==> src/rtl/lsu_pkg.sv <==
package lsu_pkg;

    localparam logic [3:0] OPC_STORE     = 4'd6;
    localparam logic [3:0] OPC_LOAD      = 4'd13;
    localparam logic [2:0] STORE_SUBCODE = 3'b100;

    typedef enum logic [1:0] {
        S_IDLE,
        S_STORE_ACK,
        S_LOAD_RESP
    } lsu_state_e;

    typedef enum logic [1:0] {
        OP_NONE,
        OP_STORE,
        OP_LOAD
    } lsu_op_e;

endpackage

==> src/rtl/lsu_decode.sv <==
module lsu_decode
    import lsu_pkg::*;
#(
    parameter int INSTR_W = 32,
    parameter int OFF_W   = 11,
    parameter int SEL_W   = 2
) (
    input  logic               valid,
    input  logic [INSTR_W-1:0] instr,
    output lsu_op_e            op,
    output logic [SEL_W-1:0]   addr_sel,
    output logic [SEL_W-1:0]   data_sel,
    output logic [OFF_W-1:0]   offset
);
    localparam int OFF_LSB = 10;

    logic [3:0] opcode;
    logic [2:0] subcode;

    assign opcode   = instr[INSTR_W-1 -: 4];
    assign subcode  = instr[INSTR_W-5 -: 3];
    assign addr_sel = instr[2*SEL_W-1 -: SEL_W];
    assign data_sel = instr[SEL_W-1:0];
    assign offset   = instr[OFF_LSB +: OFF_W];

    always_comb begin
        op = OP_NONE;
        if (valid) begin
            if (opcode == OPC_STORE && subcode == STORE_SUBCODE) begin
                op = OP_STORE;
            end else if (opcode == OPC_LOAD) begin
                op = OP_LOAD;
            end
        end
    end
endmodule

==> src/rtl/lsu_agu.sv <==
module lsu_agu #(
    parameter int ADDR_W = 11,
    parameter int REG_W  = 16,
    parameter int OFF_W  = 11
) (
    input  logic [REG_W-1:0]  base,
    input  logic [OFF_W-1:0]  offset,
    output logic [ADDR_W-1:0] addr
);
    logic [ADDR_W-1:0] off_ext;
    logic [ADDR_W-1:0] base_lo;

    generate
        if (OFF_W >= ADDR_W) begin : g_off_trunc
            assign off_ext = offset[ADDR_W-1:0];
        end else begin : g_off_sext
            assign off_ext = {{(ADDR_W-OFF_W){offset[OFF_W-1]}}, offset};
        end
        if (REG_W >= ADDR_W) begin : g_base_trunc
            assign base_lo = base[ADDR_W-1:0];
        end else begin : g_base_zext
            assign base_lo = {{(ADDR_W-REG_W){1'b0}}, base};
        end
    endgenerate

    assign addr = base_lo + off_ext;
endmodule

==> src/rtl/lsu_pack.sv <==
module lsu_pack #(
    parameter int WORD_W = 32,
    parameter int PC_W   = 11,
    parameter int SEL_W  = 2,
    parameter int REG_W  = 16
) (
    input  logic [PC_W-1:0]   pc,
    input  logic [SEL_W-1:0]  addr_sel,
    input  logic [REG_W-1:0]  data,
    output logic [WORD_W-1:0] word
);
    localparam int HALF_W = WORD_W / 2;
    localparam int PAD_W  = HALF_W - PC_W - SEL_W;

    logic [HALF_W-1:0] tag;
    logic [HALF_W-1:0] low;

    generate
        if (PAD_W > 0) begin : g_pad
            assign tag = {pc, {PAD_W{1'b0}}, addr_sel};
        end else begin : g_nopad
            assign tag = {pc, addr_sel};
        end
        if (REG_W >= HALF_W) begin : g_low_trunc
            assign low = data[HALF_W-1:0];
        end else begin : g_low_zext
            assign low = {{(HALF_W-REG_W){1'b0}}, data};
        end
    endgenerate

    assign word = {tag, low};
endmodule

==> src/rtl/tagged_lsu.sv <==
module tagged_lsu
    import lsu_pkg::*;
#(
    parameter int ADDR_W  = 11,
    parameter int REG_W   = 16,
    parameter int NREGS   = 4,
    parameter int WORD_W  = 32,
    parameter int INSTR_W = 32,
    parameter int OFF_W   = 11
) (
    input  logic                   clk,
    input  logic                   rst_n,
    input  logic                   req_valid,
    input  logic [INSTR_W-1:0]     instr,
    input  logic [ADDR_W-1:0]      pc,
    input  logic [NREGS*REG_W-1:0] regs_flat,
    output logic                   mem_en,
    output logic                   mem_we,
    output logic [ADDR_W-1:0]      mem_addr,
    output logic [WORD_W-1:0]      mem_wdata,
    input  logic [WORD_W-1:0]      mem_rdata,
    output logic                   wb_en,
    output logic [1:0]             wb_idx,
    output logic [REG_W-1:0]       wb_data,
    output logic                   done
);
    localparam int SEL_W  = $clog2(NREGS);
    localparam int HALF_W = WORD_W / 2;

    lsu_op_e           op;
    logic [SEL_W-1:0]  addr_sel;
    logic [SEL_W-1:0]  data_sel;
    logic [OFF_W-1:0]  offset;
    logic [REG_W-1:0]  base_val;
    logic [REG_W-1:0]  data_val;
    logic [ADDR_W-1:0] eff_addr;
    logic [WORD_W-1:0] packed_word;

    lsu_state_e        state_q, state_d;
    logic [SEL_W-1:0]  wb_idx_q;

    lsu_decode #(.INSTR_W(INSTR_W), .OFF_W(OFF_W), .SEL_W(SEL_W)) u_dec (
        .valid    (req_valid),
        .instr    (instr),
        .op       (op),
        .addr_sel (addr_sel),
        .data_sel (data_sel),
        .offset   (offset)
    );

    assign base_val = regs_flat[addr_sel*REG_W +: REG_W];
    assign data_val = regs_flat[data_sel*REG_W +: REG_W];

    lsu_agu #(.ADDR_W(ADDR_W), .REG_W(REG_W), .OFF_W(OFF_W)) u_agu (
        .base   (base_val),
        .offset (offset),
        .addr   (eff_addr)
    );

    lsu_pack #(.WORD_W(WORD_W), .PC_W(ADDR_W), .SEL_W(SEL_W), .REG_W(REG_W)) u_pack (
        .pc       (pc),
        .addr_sel (addr_sel),
        .data     (data_val),
        .word     (packed_word)
    );

    always_comb begin
        unique case (op)
            OP_STORE: state_d = S_STORE_ACK;
            OP_LOAD:  state_d = S_LOAD_RESP;
            default:  state_d = S_IDLE;
        endcase
    end

    always_ff @(posedge clk or negedge rst_n) begin
        if (!rst_n) begin
            state_q  <= S_IDLE;
            wb_idx_q <= '0;
        end else begin
            state_q <= state_d;
            if (op == OP_LOAD) begin
                wb_idx_q <= data_sel;
            end
        end
    end

    always_comb begin
        mem_en    = (op != OP_NONE);
        mem_we    = (op == OP_STORE);
        mem_addr  = eff_addr;
        mem_wdata = (op == OP_STORE) ? packed_word : '0;
        wb_en     = 1'b0;
        wb_idx    = '0;
        wb_data   = '0;
        done      = 1'b0;
        unique case (state_q)
            S_IDLE: begin
                done = 1'b0;
            end
            S_STORE_ACK: begin
                done = 1'b1;
            end
            S_LOAD_RESP: begin
                done    = 1'b1;
                wb_en   = 1'b1;
                wb_idx  = wb_idx_q;
                wb_data = mem_rdata[REG_W-1:0];
            end
            default: begin
                done = 1'b0;
            end
        endcase
    end

    logic unused_hi;
    assign unused_hi = ^{mem_rdata[WORD_W-1:HALF_W], instr[9:4], instr[24:21]};
endmodule

==> config.mk <==
export PLATFORM = sky130hd
export DESIGN_NAME = tagged_lsu
export DESIGN_NICKNAME = d
export VERILOG_FILES = /design/src/rtl/lsu_pkg.sv /design/src/rtl/lsu_decode.sv /design/src/rtl/lsu_agu.sv /design/src/rtl/lsu_pack.sv /design/src/rtl/tagged_lsu.sv
export SDC_FILE = /design/constraint.sdc
export NUM_CORES = 1
export LEC_CHECK = 0
export ABC_AREA = 1
export BUFFER_PORTS_ARGS = -buffer_cell sky130_fd_sc_hd__clkbuf_2
export CAP_MARGIN = 0
export CORE_ASPECT_RATIO = 1.5
export CORE_MARGIN = 2
export CORE_UTILIZATION = 40
export CTS_BUF_LIST = sky130_fd_sc_hd__clkbuf_8
export DETAILED_ROUTE_END_ITERATION = 8
export PLACE_DENSITY = 0.79
export SKIP_LAST_GASP = 1
export SLEW_MARGIN = 20
export SYNTH_ARGS = -nofsm -noshare
export SYNTH_HDL_FRONTEND = slang
export SYNTH_HIERARCHICAL = 1
export SYNTH_SLANG_ARGS = --single-unit
export TNS_END_PERCENT = 100
==> constraint.sdc <==
create_clock -name clk -period 2.8 [get_ports clk]
set_input_delay 0.14 -clock clk [delete_from_list [all_inputs] [get_ports clk]]
set_output_delay 0.14 -clock clk [all_outputs]
set_load 0.01 [all_outputs]
==> results of run 1 <==
-- power breakdown --
group / switching, mW / internal [mW] / total (mW) / leakage [nW]
clock network: 0.0252 / 0.0912 / 0.116 / 0.0216
logic: 0.297 / 0.207 / 0.505 / 2.49
registers: 0.00328 / 0.0645 / 0.0677 / 0.0532
total: 0.326 / 0.363 / 0.689 / 2.56
-- how the worst max path moves through the flow --
stage                        start     endpoint  slack [ns]
after floorplan           instr[2]  mem_addr[8]        0.85
after global placement    instr[2]  mem_addr[8]        0.48
after detailed placement  instr[2]  mem_addr[8]        0.43
after CTS                 instr[2]  mem_addr[8]        0.43
after global routing      instr[2]  mem_addr[6]        0.21
final                     instr[2]  mem_addr[8]        0.45
-- repair_timing --
item | 4_1_cts | 5_1_grt
gates resized for setup | 0 | 0
setup buffers | 0 | 0
endpoints found under the hold margin | 4 | 0
hold buffers | 1 | 0
-- worst max-delay path, cell delays in order --
cell and delay, ns:
clkbuf_2 0.27, inv_4 0.17, nand2_1 0.10, nand3_1 0.06
nand2_1 0.08, ha_1 0.18, inv_1 0.07, fa_1 0.41
inv_1 0.10, nand3_1 0.09, nand3_1 0.15, nand2_1 0.09
nand2_1 0.07, nand2_1 0.04, nand2_1 0.05, clkbuf_2 0.12
-- through the flow --
| stage | total power, mW | hold slack (ns) | instances | instance area [um2] |
|---|---|---|---|---|
| after detailed placement | 0.5733 | -0.04992 | 754 | 3217 |
| after floorplan | 0.4647 | -0.1556 | 568 | 2789 |
| after global routing | 0.7656 | 0.2978 | 758 | 3268 |
| final | 0.6888 | 0.2859 | 758 | 3268 |
| after global placement | 0.5645 | -0.05280 | 754 | 3217 |
| after CTS | 0.6948 | 0.2832 | 758 | 3268 |
-- layer usage --
metal / up-vias / global-route usage / routed length, um / part of all wire
met4: 0 / 0.04313 / 110 / 0.013
met3: 12 / 0.01043 / 457 / 0.056
met2: 129 / 0.3991 / 4313 / 0.53
li1: 1801 / - / - / -
met5: - / 0 / 0 / 0
met1: 1433 / 0.2392 / 3327 / 0.41
-- layout make-up --
cell class,instances,area (um2),share of cell area
inverter,146,553.0,0.1692
timing repair buffer,181,918.4,0.2810
clock buffer,3,41.29,0.01263
multi-input combinational,346,1558,0.4766
sequential,4,100.1,0.03063
tap,78,97.59,0.02986
-- flip-flops by register name (all words and copies together), names as in the netlist --
signal and count:
state_q 2, wb_idx_q 2
==> reports/summary.txt, run 1 <==
vias in the first global route - 3,062
crit-path max FO - 22
worst skew pair latency - 0.21 ns
Placement Setup Slack - 0.4301 ns
Worst Clk Skew - 0 ns
die area - 0.007650 mm2
Power Density - 210.8 mW/mm2
Iter 0 DRT Violations - 129
CTS tree - yes
required time worst endpoint - 2.66 ns
crit path DAT - 2.21 ns
DP HPWL - 6.879 mm
Max VDD drop - 0.0001160 V
Slew HR - 0.6426
Setup TNS - 0 ns
starting density of the core - 0.4087
Tcrit/Tclk final - 0.8384
TritonCTS Sinks - 4
r2r endpoint - wb_idx_q[1]
layout cells sized above 1 - 0.2809
Fillers - 751
diode count - 0
RePlAce Congestion - 0.9197
most common cell after layout, fill and taps aside - nand2_1
Worst Setup Start Kind - input port
DR DRC count - 0
P_leak - 2.561 nW
flop2flop setup slack - 2.15 ns
synth warn - 6
Rows - 37
final net count - 837
final wirelength - 8.209 mm
TritonCTS buffer count - 3
num ports - 207
unrepaired setup endpoints after global routing - false
routed len/inst - 10.83 um
fin util - 0.4802
largest net degree at the start of global routing - 34
final hold violations - 0
number of H-tree levels - 1
1st-pass router iterations - 4
Die Ht - 106.1 um
Max Cap Violations - 0
die width - 72.09 um
Layout area overhead - 17.50%
first-pass GRT wire length - 13.08 mm
input/output buffers - 177
DR vias - 3,375
Pins Over Slew Limit - 0
GRT Total Usage - 0.2055
final setup margin - 0.4526 ns
initial antenna violation count - 0
mapped cell area - 0.002781 mm2
Mapped Avg Cell Area - 4.914 um2
kind of critical path - input port to primary output
most frequent cells in the layout - nand2_1 (203), clkbuf_2 (177), inv_1 (142)
worst-margin pin slew - 0.5361 ns
Core Area - 0.006805 mm2
grt ovf - 0
final setup vio count - 0
antenna viol nets, final - 0
clock root buffer - clkbuf_8
clock slew at reported path FFs - 0.03 ns
Via density - 4.453
clock buffer depth - 2
Reg2Reg Depth - 2
synthesized netlist cell count - 566
Worst setup EP type - primary output
Max Fclk - 0.4260 GHz
status - complete, no violations
RR Startpoint - wb_idx_q[1]
worst hold path type - input port to async pin
minimum clock period - 2.347 ns
Power figures use the tool's default switching activity.
==> inputs of run 2 (changes only) <==
ABC_AREA = 0   (was 1)
CORE_AREA = 2 2 81 83   (was default)
CORE_ASPECT_RATIO = default   (was 1.5)
CORE_MARGIN = default   (was 2)
CORE_UTILIZATION = default   (was 40)
DIE_AREA = 0 0 83 85   (was default)
clock period = 2.35 ns   (was 2.8 ns; I/O delays follow)
==> reports/summary.txt, run 2 <==
required time worst endpoint - 2.23 ns (was 2.66 ns)
TritonCTS buffer count - 3 (unchanged)
Regs by FF count - state_q: 2 flops, wb_idx_q: 2 flops (unchanged)
synthesized netlist cell count - 218 (was 566)
layout cells sized above 1 - 0.6620 (was 0.2809)
Via density - 4.735 (was 4.453)
worst-margin pin slew - 0.5644 ns (was 0.5361 ns)
Rows - 29 (was 37)
kind of critical path - input port to primary output (unchanged)
crit-path max FO - 7 (was 22)
final hold violations - 0 (unchanged)
worst skew pair latency - 0.21 ns (about the same)
Iter 0 DRT Violations - 38 (was 129)
1st-pass router iterations - 4 (unchanged)
input/output buffers - 177 (unchanged)
synth warn - 6 (unchanged)
CTS tree - yes (unchanged)
Worst setup EP type - primary output (unchanged)
Tcrit/Tclk final - 0.9492
switch share - 0.3629 (was 0.4729)
unrepaired setup endpoints after global routing - false (unchanged)
r2r endpoint - wb_idx_q[1] (unchanged)
DR DRC count - 0 (unchanged)
starting density of the core - 0.3374 (was 0.4087)
final setup vio count - 0 (unchanged)
Setup TNS - 0 ns (unchanged)
Worst Clk Skew - 0 ns (unchanged)
Power Density - 283.3 mW/mm2 (was 210.8 mW/mm2)
crit path DAT - 2.11 ns (was 2.21 ns)
Max VDD drop - 0.0001330 V (was 0.0001160 V)
internal cell power - 528.8 uW (was 363.0 uW)
logic gate share of total power - 0.732 (was 0.733)
die width - 83 um (was 72.09 um)
num ports - 207 (unchanged)
Mapped Avg Cell Area - 9.602 um2 (was 4.914 um2)
antenna viol nets, final - 0 (unchanged)
minimum clock period - 2.231 ns
clock slew at reported path FFs - 0.03 ns (about the same)
status - complete, no violations (unchanged)
routed len/inst - 14.58 um (was 10.83 um)
Die Ht - 85 um (was 106.1 um)
flop2flop setup slack - 1.59 ns (was 2.15 ns)
diode count - 0 (unchanged)
largest net degree at the start of global routing - 24 (was 34)
clock root buffer - clkbuf_8 (unchanged)
final net count - 518 (was 837)
vias in the first global route - 2,124 (was 3,062)
Pins Over Slew Limit - 0 (unchanged)
TritonCTS Sinks - 4 (unchanged)
Reg2Reg Depth - 1 (was 2)
Max Cap Violations - 0 (unchanged)
die area - 0.007055 mm2 (was 0.007650 mm2)
first-pass GRT wire length - 9.929 mm (was 13.08 mm)
final wirelength - 6.386 mm (was 8.209 mm)
mapped cell area - 0.002093 mm2 (was 0.002781 mm2)
M1 WL - 2.561 mm (was 3.327 mm)
fin util - 0.4723 (was 0.4802)
most frequent cells in the layout - clkbuf_2 (174), and2_1 (50), mux4_2 (18) (was nand2_1 (203), clkbuf_2 (177), inv_1 (142))
uppermost routed layer - met4 (unchanged)
Worst Setup Start Kind - input port (unchanged)
DR vias - 2,074 (was 3,375)
WL met3 - 281 um (was 457 um)
initial antenna violation count - 0 (unchanged)
most common cell after layout, fill and taps aside - clkbuf_2 (was nand2_1)
Core Area - 0.006205 mm2 (was 0.006805 mm2)
Finished Cell Area - 0.002930 mm2 (was 0.003268 mm2)
Sw Pwr - 301.2 uW (was 325.8 uW)
total power - 830.1 uW (was 688.8 uW)
worst hold path type - input port to async pin (unchanged)
Layout area overhead - 39.99% (was 17.50%)
Slew HR - 0.6237 (was 0.6426)
sequential power share - 0.099 (was 0.098)
P_leak - 1.594 nW (was 2.561 nW)
met2 wire len - 3.523 mm (was 4.313 mm)
number of H-tree levels - 1 (unchanged)
DP HPWL - 5.591 mm (was 6.879 mm)
RR Startpoint - wb_idx_q[1] (unchanged)
RePlAce Congestion - 0.7994 (was 0.9197)
post-placement cell area - 0.002789 mm2 (was 0.003217 mm2)
clock buffer depth - 2 (unchanged)
grt ovf - 0 (unchanged)
Clock Power Share - 0.169 (about the same)
GRT Total Usage - 0.1731 (was 0.2055)
Hold WS - 0.2583 ns (was 0.2859 ns)
Max Fclk - 0.4483 GHz
==> run 2: cell count changes in the layout (fill, tap and decap cells not counted), moves of 3 or more <==
cell | before | now
inv_1 | 142 | 10
clkbuf_2 | 177 | 174
ha_1 | 12 | 6
ha_4 | 0 | 4
buf_4 | 3 | 17
xnor2_1 | 1 | 7
nor2_1 | 46 | 4
nand2_1 | 203 | 6
and2_1 | 0 | 50
mux4_2 | 0 | 18
mux4_1 | 0 | 9
nand3_1 | 65 | 4
==> run 2: worst max-delay path, cell delays in order <==
cell	delay (ns)
buf_6	0.12
buf_8	0.14
mux4_2	0.53
ha_4	0.26
a21oi_2	0.15
nand2_1	0.12
o31ai_2	0.27
a21oi_1	0.09
xnor2_1	0.16
clkbuf_2	0.15
==> run 2: how the worst max path moves through the flow <==
stage | to | slack, ns | cells after the start | from
6_report | mem_addr[10] | 0.12 | 10 | instr[2]
5_1_grt | mem_addr[6] | 0.008 | 11 | instr[2]
4_1_cts | mem_addr[10] | 0.03 | 11 | instr[2]
3_5_place_dp | mem_addr[10] | -0.17 | 10 | instr[2]
3_3_place_gp | mem_addr[10] | -0.07 | 10 | instr[2]
2_1_floorplan | mem_addr[8] | 0.02 | 12 | instr[2]
==> run 2: per-layer routing <==
metal / up-vias / track usage
met5: - / 0
met4: 0 / 0.02832
met3: 2 / 0.02237
met2: 81 / 0.3365
met1: 981 / 0.2058
li1: 1010 / -
==> run 2: cell type report <==
class / count / area, um2
timing repair buffer: 197 / 1065
sequential: 4 / 100.1
clock buffer: 3 / 41.29
inverter: 10 / 37.54
fill: 590 / 3274
tap: 77 / 96.34
multi-input combinational: 147 / 1590
==> run 2: repair_timing <==
item                                   CTS  global route
hold buffers                             1             0
buffers inserted                         0             0
gates resized for setup                  9            12
endpoints found under the hold margin    4             0
setup endpoints to repair                5             5
pin swaps                                0             3
==> run 2: through the flow <==
stage | setup WS [ns] | std cells
6_report | 0.1193 | 438
3_3_place_gp | -0.07359 | 434
2_1_floorplan | 0.01636 | 220
3_5_place_dp | -0.1665 | 434
5_1_grt | 0.007905 | 438
4_1_cts | 0.02540 | 438
==> run 2: power groups by stage <==
stage               clock network [mW]  registers (mW)  logic [mW]
floorplan                            0          0.0807       0.393
global placement                     0          0.0822       0.552
detailed placement                   0          0.0827       0.571
CTS                              0.142          0.0819       0.594
global route                     0.151          0.0829       0.667
finish                           0.140          0.0822       0.608
